**src/rtl/boot_overlay_pkg.sv**
```systemverilog
// Package: shared widths, memory map constants and the loader ROM content
// function for the boot ROM overlay controller.
// Assumes a 16-bit byte address and an 8-bit data bus.
package boot_overlay_pkg;
    localparam int ADDR_W    = 16;
    localparam int DATA_W    = 8;
    localparam int CTRL_W    = 2;
    localparam int ROM_AW    = 8;
    localparam int ROM_DEPTH = 1 << ROM_AW;

    // EEPROM window: top two address bits both set (0xC000-0xFFFF)
    localparam int            WIN_BITS = 2;
    localparam logic [1:0]    WIN_TAG  = 2'b11;
    // overlay page: upper byte all ones (0xFF00-0xFFFF)
    localparam int            PAGE_BITS = ADDR_W - ROM_AW;
    localparam logic [PAGE_BITS-1:0] PAGE_TAG = '1;
    // control register I/O address
    localparam logic [ADDR_W-1:0] CTRL_ADDR = 16'hBF00;

    // control register bit meanings
    localparam int BIT_WR_EN   = 0;
    localparam int BIT_EE_HIGH = 1;

    // loader byte i = (i*37 + 17) mod 256
    function automatic logic [DATA_W-1:0] loader_byte(input logic [ROM_AW-1:0] idx);
        logic [15:0] prod;
        prod = 16'(idx) * 16'd37 + 16'd17;
        return prod[DATA_W-1:0];
    endfunction
endpackage

```
**src/rtl/overlay_ctrl_reg.sv**
```systemverilog
// Module: two-bit overlay/write-enable control register.
// Loads the low bits of the write data on a write cycle to CTRL_ADDR and
// ignores the upper bits. Assumes the bus signals are stable around the clock edge.
module overlay_ctrl_reg
    import boot_overlay_pkg::*;
(
    input  logic              clk,
    input  logic              rst_n,
    input  logic              wr_hit,
    input  logic [DATA_W-1:0] wdata,
    output logic [CTRL_W-1:0] ctrl_q
);
    // register update: reset clears, a write hit loads the low bits
    always_ff @(posedge clk) begin
        if (!rst_n)      ctrl_q <= '0;
        else if (wr_hit) ctrl_q <= wdata[CTRL_W-1:0];
    end


    ctrl_load_chk: assert property (@(posedge clk) disable iff (!rst_n)
        wr_hit |=> ctrl_q == $past(wdata[CTRL_W-1:0]));


    ctrl_hold_chk: assert property (@(posedge clk) disable iff (!rst_n)
        !wr_hit |=> $stable(ctrl_q));
endmodule

```
**src/rtl/overlay_addr_decode.sv**
```systemverilog
// Module: address decoder. Turns the bus cycle and the control register into
// the EEPROM chip select, the write enable and the ROM and control-register hits.
// Purely combinational; the clock and reset are used only by its assertions.
module overlay_addr_decode
    import boot_overlay_pkg::*;
(
    input  logic              clk,
    input  logic              rst_n,
    input  logic              valid,
    input  logic              rd,
    input  logic [ADDR_W-1:0] addr,
    input  logic [CTRL_W-1:0] ctrl,
    input  logic              wp_block,
    output logic              rom_hit,
    output logic              ctrl_rd_hit,
    output logic              ctrl_wr_hit,
    output logic              ee_cs,
    output logic              ee_we
);
    logic in_window;
    logic in_page;
    logic overlaid;

    // region classification of the current address
    always_comb begin
        in_window = addr[ADDR_W-1 -: WIN_BITS] == WIN_TAG;
        in_page   = addr[ADDR_W-1 -: PAGE_BITS] == PAGE_TAG;
        overlaid  = in_page && !ctrl[BIT_EE_HIGH];
    end

    // chip selects and strobes for this cycle
    always_comb begin
        rom_hit     = valid && rd && overlaid;
        ctrl_rd_hit = valid && rd && (addr == CTRL_ADDR);
        ctrl_wr_hit = valid && !rd && (addr == CTRL_ADDR);
        ee_cs       = valid && in_window && !overlaid;
        ee_we       = ee_cs && !rd && ctrl[BIT_WR_EN] && !wp_block;
    end


    overlay_no_ee_chk: assert property (@(posedge clk) disable iff (!rst_n)
        (valid && addr[ADDR_W-1 -: PAGE_BITS] == PAGE_TAG && !ctrl[BIT_EE_HIGH]) |-> !ee_cs && !ee_we);


    rom_ee_excl_chk: assert property (@(posedge clk) disable iff (!rst_n)
        !(rom_hit && ee_cs));
endmodule

```
**src/rtl/loader_rom.sv**
```systemverilog
// Module: 256-byte read-only loader ROM. Its contents come from the package
// formula. It has no write port, so no bus cycle can change its contents.
module loader_rom
    import boot_overlay_pkg::*;
(
    input  logic [ROM_AW-1:0] idx,
    output logic [DATA_W-1:0] data
);
    logic [DATA_W-1:0] table_q [ROM_DEPTH];

    // constant contents built by generate
    for (genvar g = 0; g < ROM_DEPTH; g++) begin : g_rom
        assign table_q[g] = loader_byte(ROM_AW'(g));
    end

    // asynchronous read of the indexed byte
    always_comb data = table_q[idx];
endmodule

```
**src/rtl/boot_overlay_ctrl.sv**
```systemverilog
// Module: top of the boot ROM overlay controller. Connects the decoder, the
// control register and the loader ROM, and muxes the read data.
// Assumes a single-cycle bus on which the address and strobes are valid
// while bus_valid is high.
module boot_overlay_ctrl
    import boot_overlay_pkg::*;
(
    input  logic              clk,
    input  logic              rst_n,
    input  logic              bus_valid,
    input  logic              bus_rd,
    input  logic [ADDR_W-1:0] bus_addr,
    input  logic [DATA_W-1:0] bus_wdata,
    input  logic              wp_block,
    output logic [DATA_W-1:0] rd_data,
    output logic              rd_en,
    output logic              rom_sel,
    output logic              eeprom_cs_n,
    output logic              eeprom_we_n
);
    logic [CTRL_W-1:0] ctrl_q;
    logic              rom_hit, ctrl_rd_hit, ctrl_wr_hit, ee_cs, ee_we;
    logic [DATA_W-1:0] rom_data;

    overlay_ctrl_reg u_reg (
        .clk    (clk),
        .rst_n  (rst_n),
        .wr_hit (ctrl_wr_hit),
        .wdata  (bus_wdata),
        .ctrl_q (ctrl_q)
    );

    overlay_addr_decode u_dec (
        .clk         (clk),
        .rst_n       (rst_n),
        .valid       (bus_valid),
        .rd          (bus_rd),
        .addr        (bus_addr),
        .ctrl        (ctrl_q),
        .wp_block    (wp_block),
        .rom_hit     (rom_hit),
        .ctrl_rd_hit (ctrl_rd_hit),
        .ctrl_wr_hit (ctrl_wr_hit),
        .ee_cs       (ee_cs),
        .ee_we       (ee_we)
    );

    loader_rom u_rom (
        .idx  (bus_addr[ROM_AW-1:0]),
        .data (rom_data)
    );

    // read-data mux and output polarity
    always_comb begin
        rom_sel     = rom_hit;
        eeprom_cs_n = !ee_cs;
        eeprom_we_n = !ee_we;
        rd_en       = rom_hit || ctrl_rd_hit;
        if (rom_hit)          rd_data = rom_data;
        else if (ctrl_rd_hit) rd_data = {{(DATA_W-CTRL_W){1'b0}}, ctrl_q};
        else                  rd_data = '0;
    end


    we_permit_chk: assert property (@(posedge clk) disable iff (!rst_n)
        !eeprom_we_n |-> (ctrl_q[BIT_WR_EN] && !bus_rd && !eeprom_cs_n));


    jumper_block_chk: assert property (@(posedge clk) disable iff (!rst_n)
        wp_block |-> eeprom_we_n);
endmodule

```
**config.mk**
```make
export PLATFORM = sky130hd
export DESIGN_NAME = boot_overlay_ctrl
export DESIGN_NICKNAME = d
export VERILOG_FILES = /design/src/rtl/boot_overlay_pkg.sv /design/src/rtl/overlay_ctrl_reg.sv /design/src/rtl/overlay_addr_decode.sv /design/src/rtl/loader_rom.sv /design/src/rtl/boot_overlay_ctrl.sv
export SDC_FILE = /design/constraint.sdc
export NUM_CORES = 1
export LEC_CHECK = 0
export ABC_AREA = 1
export BUFFER_PORTS_ARGS = -buffer_cell sky130_fd_sc_hd__buf_2
export CAP_MARGIN = 20
export CORE_MARGIN = 4
export CORE_UTILIZATION = 50
export DETAILED_ROUTE_END_ITERATION = 7
export PLACE_DENSITY = 0.81
export RECOVER_POWER = 100
export SKIP_CTS_REPAIR_TIMING = 1
export SYNTH_ARGS = -nofsm -noshare
export SYNTH_HDL_FRONTEND = slang
export SYNTH_SLANG_ARGS = --single-unit
```
**constraint.sdc**
```tcl
create_clock -name clk -period 2.1 [get_ports clk]
set_input_delay 0.42 -clock clk [delete_from_list [all_inputs] [get_ports clk]]
set_output_delay 0.42 -clock clk [all_outputs]
set_load 0.005 [all_outputs]
```
==> metrics.txt, run 1 <==
post-synth cell types 27; die width 54.98 µm; count leader, synth nand2_1; P_leak 0.9074 nW; Core Footprint 2022 µm²; crit path time final 2.094 ns; Slew HR 0.8005; Longest Clk Path Bufs 2; WP data arrival 1.67 ns; cell area after synthesis 1104 µm²; Routed WL 3969 µm; Iteration-0 DRC Markers 103; status complete, no violations; Synth top area share 0.3367; final hold slack 0.4238 ns; die outline area 3023 µm²; final RePlAce weighted congestion 0.9314; DRC 0; clock slew at reported path FFs 0.03 ns; area growth from synthesis to layout 49.21%; Via density 5.440; Initial Utilization 0.5458; sw power 0.1984 mW; largest reg by FF count u_reg.ctrl_q; final hold vios 0; post-synthesis sequential area ratio 0.03628; synthesized net count 261; Clock Skew 0 ns; Antenna Nets Post-Route 0; Fin Setup TNS 0 ns; maximum vdd drop 0.0002400 V; Clock Power Share 0.199; final instance area 1647 µm²; P_int 0.2294 mW; Primary FF master, synth dfxtp_1; Final nets 314; Final Util 0.8144; CP startpoint kind primary input; Worst EP required 1.68 ns; clock root buffer clkbuf_4; Sw Ratio 0.4638; Max Fclk 0.4775 GHz; Async SR Flop Fraction 0; Final Cycle Share 0.9973; Comb power frac 0.712; die extent in y 54.98 µm; post-synth top area cell nand2_1; All-Layer GR Usage 0.2485; routed len/inst 13.14 µm; biggest regs u_reg.ctrl_q: 2 flops; Largest register FFs 2; Setup CP Type in -> out; cells after synthesis 224; max capacitance violation total 0; syn avg cell area 4.927 µm²; synthesized flop and latch total 2; initial antenna violation count 0; Post-DP Area 1403 µm²; first drt pass iteration count 4; CTS buffer count 3; worst min path class in -> reg; FP Rows 16; I/O Pins 41; fraction of layout cells with a size suffix above 1 0.3600; warnings from Yosys 0; port bufs 34; RSZ-0062 raised after global routing true; clk_lat worst skew 0.22 ns; Reg power frac 0.090; CTS tree built; vias in the first global route 1327; detailed-placement wirelength estimate 2782 µm; Post-synth EDFFs 0; largest fanout on the critical path 3; Finish-stage setup viols 0; Synth area leaders nand2_1, nand3_1, ha_1, inv_1, a21oi_1; first-pass GRT wire length 5554 µm; gr ovfl total 0; worst-margin pin slew 0.2990 ns; # clock sinks 2; DR vias 1643; total power 0.4277 mW; largest net degree at the start of global routing 18; Crit. End Element primary output; max-slew violation count 0; CTS H-tree lvls 1; Commonest cells post-synth nand2_1, nand3_1, inv_1; Pwr Density 259.8 nW/µm²; Antenna Diode Count 0
[cell usage in the layout (no fill, tap or decap), types with 3 or more instances in the layout]
cell,instances
a21oi_1,10
a21oi_2,3
buf_2,29
buf_4,20
buf_6,3
clkbuf_1,3
clkbuf_4,4
ha_1,4
ha_4,4
inv_1,15
nand2_1,83
nand2_2,14
nand2_4,3
nand3_1,29
nand4_1,4
nor2_1,15
[critical path: stages]
cell and delay [ns]:
buf_8 0.10, buf_6 0.12, ha_4 0.16, inv_2 0.06, nand2_4 0.06, nand3_2 0.08, nand2_1 0.06, nand2_1 0.05
nand2_1 0.07, nand2_1 0.07, nand2_1 0.04, inv_1 0.04, nand2_1 0.04, nand2_1 0.05, nand2_1 0.04, nor2_1 0.09
buf_2 0.11
[layout make-up]
cell class	count	area, µm²
Inverter	21	101.3
Multi-Input combinational cell	191	1071
Clock buffer	3	22.52
Timing Repair Buffer	58	377.9
Sequential cell	2	40.04
Tap cell	27	33.78
Fill cell	156	375.4
[through the flow]
step,instances,setup WS (ns)
3_3_place_gp,296,-0.1048
2_1_floorplan,224,0.2242
3_5_place_dp,296,-0.1248
6_report,302,0.005616
5_1_grt,302,-0.1735
4_1_cts,299,-0.2097
[power groups by stage]
stage	Clock [mW]	Combinational, mW	Sequential [mW]
floorplan	0	0.156	0.0388
global placement	0	0.235	0.0388
detailed placement	0	0.238	0.0388
CTS	0.0885	0.240	0.0383
global route	0.0956	0.335	0.0382
finish	0.0851	0.304	0.0383
[worst paths after layout]
kind                                         to       startpoint  cells after the start  slack [ns]
worst max-delay path                 rd_data[7]      bus_addr[1]                     17       0.006
worst min-delay path            u_reg.ctrl_q[1]     bus_wdata[1]                      3        0.42
worst max register to register  u_reg.ctrl_q[1]  u_reg.ctrl_q[1]                      4        1.41
worst min register to register  u_reg.ctrl_q[0]  u_reg.ctrl_q[0]                      4        0.56
[cells by family (layout without fill, tap and decap cells)]
group           Yosys count  after routing  share of synthesized area
compound gates           25             25                     0.1304
flops                     2              2                    0.03628
simple gates            158            158                     0.6100
fa+ha+maj                 8              8                    0.09071
buf+inv                  31             82                     0.1326
[metal layers]
metal,part of all wire,track usage,vias to the layer above
met2,0.51,0.4390,79
met1,0.40,0.3238,720
li1,-,-,831
met4,0.018,0.06073,0
met5,0,0,-
met3,0.069,0.01877,13
(Power assumes the default switching activity.)
==> inputs of run 2 (changes only) <==
Settings changed: CORE_MARGIN 4 to unset.
==> run 2 against run 1 <==
Against the previous run:
- clock skew stayed put
- routed wire length is 8.1% lower
- cell area stayed put
- critical path type unchanged
- die area is 21% lower
- power is 0.67% lower
- sequential share of layout area stayed put
- the flow now finishes with violations (setup timing)
- cell count is 0.33% lower
- hold slack worse by 0.014 ns
- non-clock buffer count is 1 lower
- largest cell class unchanged
- clock power is 3.9% higher
- first-iteration DRC count is 23% lower
==> metrics.txt, run 2 (synthesis gave the netlist of run 1 again) <==
max incr delay on CP 0.21 ns (was 0.16 ns); Comb power frac 0.702 (was 0.712); CP delay by family, top buffers and inverters (was simple AND/OR/NAND/NOR gates); Post-DP Area 1403 µm² (unchanged); maximum vdd drop 0.0002710 V (was 0.0002400 V); RSZ-0062 raised after global routing true (unchanged); fraction of layout cells with a size suffix above 1 0.3759 (was 0.3600); Slew HR 0.8042 (was 0.8005); first drt pass iteration count 4 (unchanged); area growth from synthesis to layout 49.21% (unchanged); final hold slack 0.4097 ns (was 0.4238 ns); R2R depth 4 (unchanged); clock root buffer clkbuf_4 (unchanged); met3 wire length 175 µm (was 274 µm); CTS buffer count 3 (unchanged); Worst Slack Setup Final -0.03920 ns (was 0.005616 ns); detailed-placement wirelength estimate 2668 µm (was 2782 µm); die width 48.98 µm (was 54.98 µm); Clock Skew 0 ns (unchanged); P_int 0.2283 mW (was 0.2294 mW); CP max-delay cell o211ai_1 (was ha_4); largest net degree at the start of global routing 15 (was 18); Place WS -0.09623 ns (was -0.1248 ns); status complete, but fails checks (was complete, no violations); met1 WL 1512 µm (was 1599 µm); RR Startpoint u_reg.ctrl_q[1] (unchanged); final instance area 1647 µm² (unchanged); I/O Pins 41 (unchanged); sw power 0.1966 mW (was 0.1984 mW); DR vias 1663 (was 1643); reg2reg setup slack 1.43 ns (was 1.41 ns); Worst Setup EP rd_data[6] (was rd_data[7]); failing checks setup timing; All-Layer GR Usage 0.3169 (was 0.2485); Antenna Diode Count 0 (unchanged); Initial Utilization 0.5458 (unchanged); Iteration-0 DRC Markers 79 (was 103); Filler Cells Inserted 163 (was 156); first-pass GRT wire length 5865 µm (was 5554 µm); most frequent cells in the layout nand2_1, buf_2, nand3_1, buf_4 (was nand2_1, nand3_1, buf_2, buf_4); # clock sinks 2 (unchanged); port bufs 34 (unchanged); worst-margin pin slew 0.2913 ns (was 0.2990 ns); worst min path class in -> reg (unchanged); Worst Setup SP bus_addr[1] (unchanged); largest reg by FF count u_reg.ctrl_q (unchanged); clock slew at reported path FFs 0.03 ns (about the same); Antenna Nets Post-Route 0 (unchanged); Worst EP required 1.68 ns (about the same); FF+latch area 40.04 µm² (unchanged); die outline area 2399 µm² (was 3023 µm²); commonest non-fill, non-tap cell in the layout nand2_1 (unchanged); Via density 5.525 (was 5.440); Routed WL 3649 µm (was 3969 µm); DRC 0 (unchanged); CP startpoint kind primary input (unchanged); Core Footprint 2022 µm² (unchanged); Largest register FFs 2 (unchanged); Final Cycle Share 1.019 (was 0.9973); gr ovfl total 0 (unchanged); final RePlAce weighted congestion 0.9442 (was 0.9314); initial antenna violation count 0 (unchanged); largest fanout on the critical path 4 (was 3); total power 0.4249 mW (was 0.4277 mW); Max Fclk 0.4675 GHz (was 0.4775 GHz); area of the multi-input gates 1055 µm² (was 1071 µm²); biggest regs u_reg.ctrl_q: 2 flops (unchanged); Top Metal Used met4 (unchanged); max-slew violation count 0 (unchanged); Final nets 313 (was 314); Pwr Density 258.0 nW/µm² (was 259.8 nW/µm²); CP Buf/Inv Count 5 (unchanged); Finish-stage setup viols 2 (was 0); WP data arrival 1.72 ns (was 1.67 ns); vias in the first global route 1423 (was 1327); Crit path depth 13 (was 17); final hold vios 0 (unchanged); Clock Power Share 0.208 (was 0.199); Fin Setup TNS -0.04415 ns (was 0 ns); Cell Chain, Critical Path buf_8, buf_6, buf_6, ha_4, nand2_2, nand2_2, nor2_2, inv_1, nand2_1, o211ai_1, nand3_1, nor2_1, buf_2 (was buf_8, buf_6, ha_4, inv_2, nand2_4, nand3_2, nand2_1, nand2_1, nand2_1, nand2_1, nand2_1, inv_1, nand2_1, nand2_1, nand2_1, nor2_1, buf_2); routed len/inst 12.12 µm (was 13.14 µm); Crit. End Element primary output (unchanged); P_leak 0.8919 nW (was 0.9074 nW); Setup CP Type in -> out (unchanged); Reg power frac 0.090 (about the same); crit path time final 2.139 ns (was 2.094 ns); clk_lat worst skew 0.23 ns (was 0.22 ns); max capacitance violation total 0 (unchanged); Sw Ratio 0.4626 (was 0.4638); Longest Clk Path Bufs 2 (unchanged); CTS H-tree lvls 1 (unchanged); CTS tree built (unchanged); die extent in y 48.98 µm (was 54.98 µm); met2 wire length 1828 µm (was 2025 µm); Worst R2R End u_reg.ctrl_q[1] (unchanged); FP Rows 16 (unchanged)
## run 2: cell types whose count changed in the layout (fill, tap and decap cells not counted), sizes merged
cell | before | now
clkinvlp | 0 | 1
clkinv | 1 | 0
clkbuf | 7 | 4
buf | 54 | 56
## run 2: worst min path at each step
stage / start / endpoint / slack (ns) / depth (start not counted)
after floorplan: u_reg.ctrl_q[0] / u_reg.ctrl_q[0] / 0.51 / 4
after global placement: u_reg.ctrl_q[0] / u_reg.ctrl_q[0] / 0.53 / 4
after detailed placement: u_reg.ctrl_q[0] / u_reg.ctrl_q[0] / 0.54 / 4
after CTS: bus_wdata[1] / u_reg.ctrl_q[1] / 0.41 / 3
after global routing: bus_wdata[1] / u_reg.ctrl_q[1] / 0.43 / 3
final: bus_wdata[1] / u_reg.ctrl_q[1] / 0.41 / 3
## run 2: tightest hold or removal path, stage by stage
cell	delay [ns]
buf_2	0.07
nor2_1	0.03
nor2_1	0.08
## run 2: power groups by stage
stage	logic [mW]	registers, mW	clock network [mW]
2_1_floorplan	0.156	0.0388	0
3_3_place_gp	0.235	0.0388	0
3_5_place_dp	0.239	0.0388	0
4_1_cts	0.241	0.0383	0.0905
5_1_grt	0.330	0.0383	0.0933
6_report	0.298	0.0383	0.0884
## run 2: cell type report
class / instances / share of cell area
tap: 27 / 0.02052
clock buffer: 3 / 0.01368
inverter: 21 / 0.05775
multi-input combinational: 191 / 0.6406
timing repair buffer: 57 / 0.2432
sequential: 2 / 0.02432
## run 2: metrics by stage
step / util / cells
floorplan: - / 224
global placement: 0.6937 / 296
detailed placement: 0.6937 / 296
CTS: 0.7048 / 299
global route: 0.8144 / 301
finish: 0.8144 / 301
## run 2: layer usage
metal | vias to the layer above | track usage
li1 | 830 | -
met1 | 752 | 0.3866
met2 | 65 | 0.5046
met3 | 16 | 0.08411
met4 | 0 | 0.1667
met5 | - | 0
==> inputs of run 3 (changes only) <==
Settings changed: CORE_UTILIZATION 50 to 52, HOLD_SLACK_MARGIN set to 0.03, PLACE_DENSITY 0.81 to 0.82, SLEW_MARGIN set to 10, SYNTH_HIERARCHICAL set to 1.
==> run 3 against run 2 <==
Against the previous run:
- the flow still finishes with violations (setup timing)
- sequential power is essentially flat
- non-clock buffer count is the same
- synthesized cell count grew 20%
- power grew 6.7%
==> metrics.txt, run 3 <==
CP Buf/Inv Count 6 (was 5); Initial Utilization 0.5577 (was 0.5458); clock slew at reported path FFs 0.03 ns (about the same); max capacitance violation total 0 (unchanged); gr ovfl total 0 (unchanged); die width 51.18 µm (was 48.98 µm); # clock sinks 2 (unchanged); Largest register FFs 2 (unchanged); final RePlAce weighted congestion 0.9580 (was 0.9442); maximum vdd drop 0.0002534 V (was 0.0002710 V); Hold Crit Start rst_n (was bus_wdata[1]); die outline area 2619 µm² (was 2399 µm²); Setup CP Type in -> out (unchanged); R2R depth 2 (was 4); final hold vios 0 (unchanged); final cell count without fillers 341 (was 301); CTS tree built (unchanged); Clock Skew 0 ns (unchanged); first-pass GRT wire length 6299 µm (was 5865 µm); Iteration-0 DRC Markers 89 (was 79); vias in the first global route 1565 (was 1423); CP startpoint kind primary input (unchanged); area of the multi-input gates 1141 µm² (was 1055 µm²); cell repeated most along the worst path nand2_1; Post-synth EDFFs 0 (unchanged); CP delay by family, top buffers and inverters (unchanged); CTS H-tree lvls 1 (unchanged); biggest regs u_reg/ctrl_q: 2 flops (was u_reg.ctrl_q: 2 flops); Final Cycle Share 1.034 (was 1.019); status complete, but fails checks (unchanged); Final nets 351 (was 313); max incr delay on CP 0.17 ns (was 0.21 ns); syn avg cell area 4.692 µm² (was 4.927 µm²); routed len/inst 11.72 µm (was 12.12 µm); CP max-delay cell ha_4 (was o211ai_1); commonest non-fill, non-tap cell in the layout nand2_1 (unchanged); Synth top area share 0.2687 (was 0.3367); post-synth cell types 21 (was 27); I/O Pins 41 (unchanged); WP data arrival 1.75 ns (was 1.72 ns); largest fanout on the critical path 6 (was 4); DRC 0 (unchanged); Hold EP u_reg/ctrl_q[0] (was u_reg.ctrl_q[1]); post-synthesis sequential area ratio 0.03184 (was 0.03628); Slew HR 0.7622 (was 0.8042); post-synth top area cell nand2_1 (unchanged); Commonest cells post-synth nand2_1, nand3_1, nor2_1 (was nand2_1, nand3_1, inv_1); Worst Slack Setup Final -0.07220 ns (was -0.03920 ns); RSZ-0062 raised after global routing true (unchanged); port bufs 34 (unchanged); Crit. End Element primary output (unchanged); worst-margin pin slew 0.3562 ns (was 0.2913 ns); hold path cells 3 (unchanged); Synth area leaders nand2_1, nand3_1, nor2_1, inv_1, ha_1 (was nand2_1, nand3_1, ha_1, inv_1, a21oi_1); Pwr Density 256.2 nW/µm² (was 258.0 nW/µm²); Primary FF master, synth dfxtp_1 (unchanged); area growth from synthesis to layout 40.80% (was 49.21%); Core Footprint 2255 µm² (was 2022 µm²); worst min path class in -> reg (unchanged); post-placement cell count 337 (was 296); clk_lat worst skew 0.23 ns (about the same); crit path time final 2.172 ns (was 2.139 ns); Max Fclk 0.4604 GHz (was 0.4675 GHz); clock root buffer clkbuf_4 (unchanged); total power 0.4535 mW (was 0.4249 mW); Worst EP required 1.68 ns (about the same); Antenna Diode Count 0 (unchanged); warnings from Yosys 6 (was 0); Final Util 0.7852 (was 0.8144); FP Rows 17 (was 16); max-slew violation count 0 (unchanged); fraction of layout cells with a size suffix above 1 0.3035 (was 0.3759); Finish-stage setup viols 4 (was 2); All-Layer GR Usage 0.3160 (was 0.3169); Async SR Flop Fraction 0 (unchanged); Cell Chain, Critical Path buf_8, buf_6, buf_4, ha_4, nor2_2, buf_4, o21ai_1, a21oi_1, nand2_1, nand2_1, nand2_1, inv_1, buf_2 (was buf_8, buf_6, buf_6, ha_4, nand2_2, nand2_2, nor2_2, inv_1, nand2_1, o211ai_1, nand3_1, nor2_1, buf_2); largest net degree at the start of global routing 24 (was 15); detailed-placement wirelength estimate 2814 µm (was 2668 µm); Antenna Nets Post-Route 0 (unchanged); P_leak 0.9857 nW (was 0.8919 nW); die extent in y 51.18 µm (was 48.98 µm); cells after synthesis 268 (was 224); count leader, synth nand2_1 (unchanged); synthesized flop and latch total 2 (unchanged); RR Startpoint u_reg/ctrl_q[0] (was u_reg.ctrl_q[1]); Routed WL 3998 µm (was 3649 µm); final hold slack 0.4518 ns (was 0.4097 ns); first drt pass iteration count 5 (was 4); reg2reg setup slack 1.51 ns (was 1.43 ns); FF+latch area 40.04 µm² (unchanged); CTS buffer count 3 (unchanged); largest reg by FF count u_reg/ctrl_q (was u_reg.ctrl_q); Worst R2R End u_reg/ctrl_q[0] (was u_reg.ctrl_q[1]); initial antenna violation count 0 (unchanged); synthesized net count 304 (was 261); Via density 5.416 (was 5.525); cell area after synthesis 1257 µm² (was 1104 µm²); Longest Clk Path Bufs 2 (unchanged); most frequent cells in the layout nand2_1, nand3_1, buf_2, nor2_1, inv_1 (was nand2_1, buf_2, nand3_1, buf_4); DR vias 1847 (was 1663); Filler Cells Inserted 191 (was 163); failing checks setup timing (unchanged); Place WS -0.1921 ns (was -0.09623 ns)
run 3: cell types whose count changed in the layout (fill, tap and decap cells not counted), moves of 9 or more:
| cell | before | now |
|---|---|---|
| nor2_1 | 15 | 31 |
| inv_1 | 14 | 28 |
| nand3_1 | 29 | 40 |
| nand2_2 | 15 | 6 |
| o21ai_1 | 1 | 10 |
run 3: tightest hold or removal path: stages:
cell and delay, ns:
buf_2 0.11, nand2_1 0.06, nor2_1 0.04
run 3: where the power goes:
group	switching, mW	internal, mW	total, mW
logic	0.189	0.138	0.327
registers	0.000000278	0.0383	0.0383
clock network	0.0251	0.0633	0.0883
total	0.214	0.239	0.454
run 3: final cells by class:
type / count / share of cell area
clock buffer: 3 / 0.01272
inverter: 35 / 0.07986
multi-input combinational: 216 / 0.6445
sequential: 2 / 0.02261
tap: 28 / 0.01979
timing repair buffer: 57 / 0.2205
run 3: logic make-up after synthesis:
logic type      after synthesis  share of synthesized area
flops                         2                    0.03184
fa+ha+maj                     7                    0.06965
compound gates               36                     0.1552
buf+inv                      50                     0.1731
simple gates                173                     0.5702
run 3: worst max path at each step:
stage	start	end	slack, ns	cells after the start
finish	bus_addr[0]	rd_data[5]	-0.07	13
global route	bus_addr[0]	rd_data[6]	-0.19	16
CTS	bus_addr[0]	rd_data[6]	-0.24	16
detailed placement	bus_addr[0]	rd_data[6]	-0.19	16
global placement	bus_addr[0]	rd_data[6]	-0.14	16
floorplan	bus_addr[0]	rd_data[6]	0.1	14
run 3: per-layer routing:
layer,vias to the layer above,wire [µm],GRT usage
met5,-,0,0
met4,0,64,0.1667
li1,949,-,-
met2,86,1982,0.5197
met3,11,241,0.04464
met1,801,1710,0.3933
run 3: stage by stage:
stage	instance area, µm²	TNS (ns)
after floorplan	1257	0
after global placement	1567	-0.3958
after detailed placement	1567	-0.5819
after CTS	1589	-0.6490
after global routing	1770	-0.7554
final	1770	-0.1714
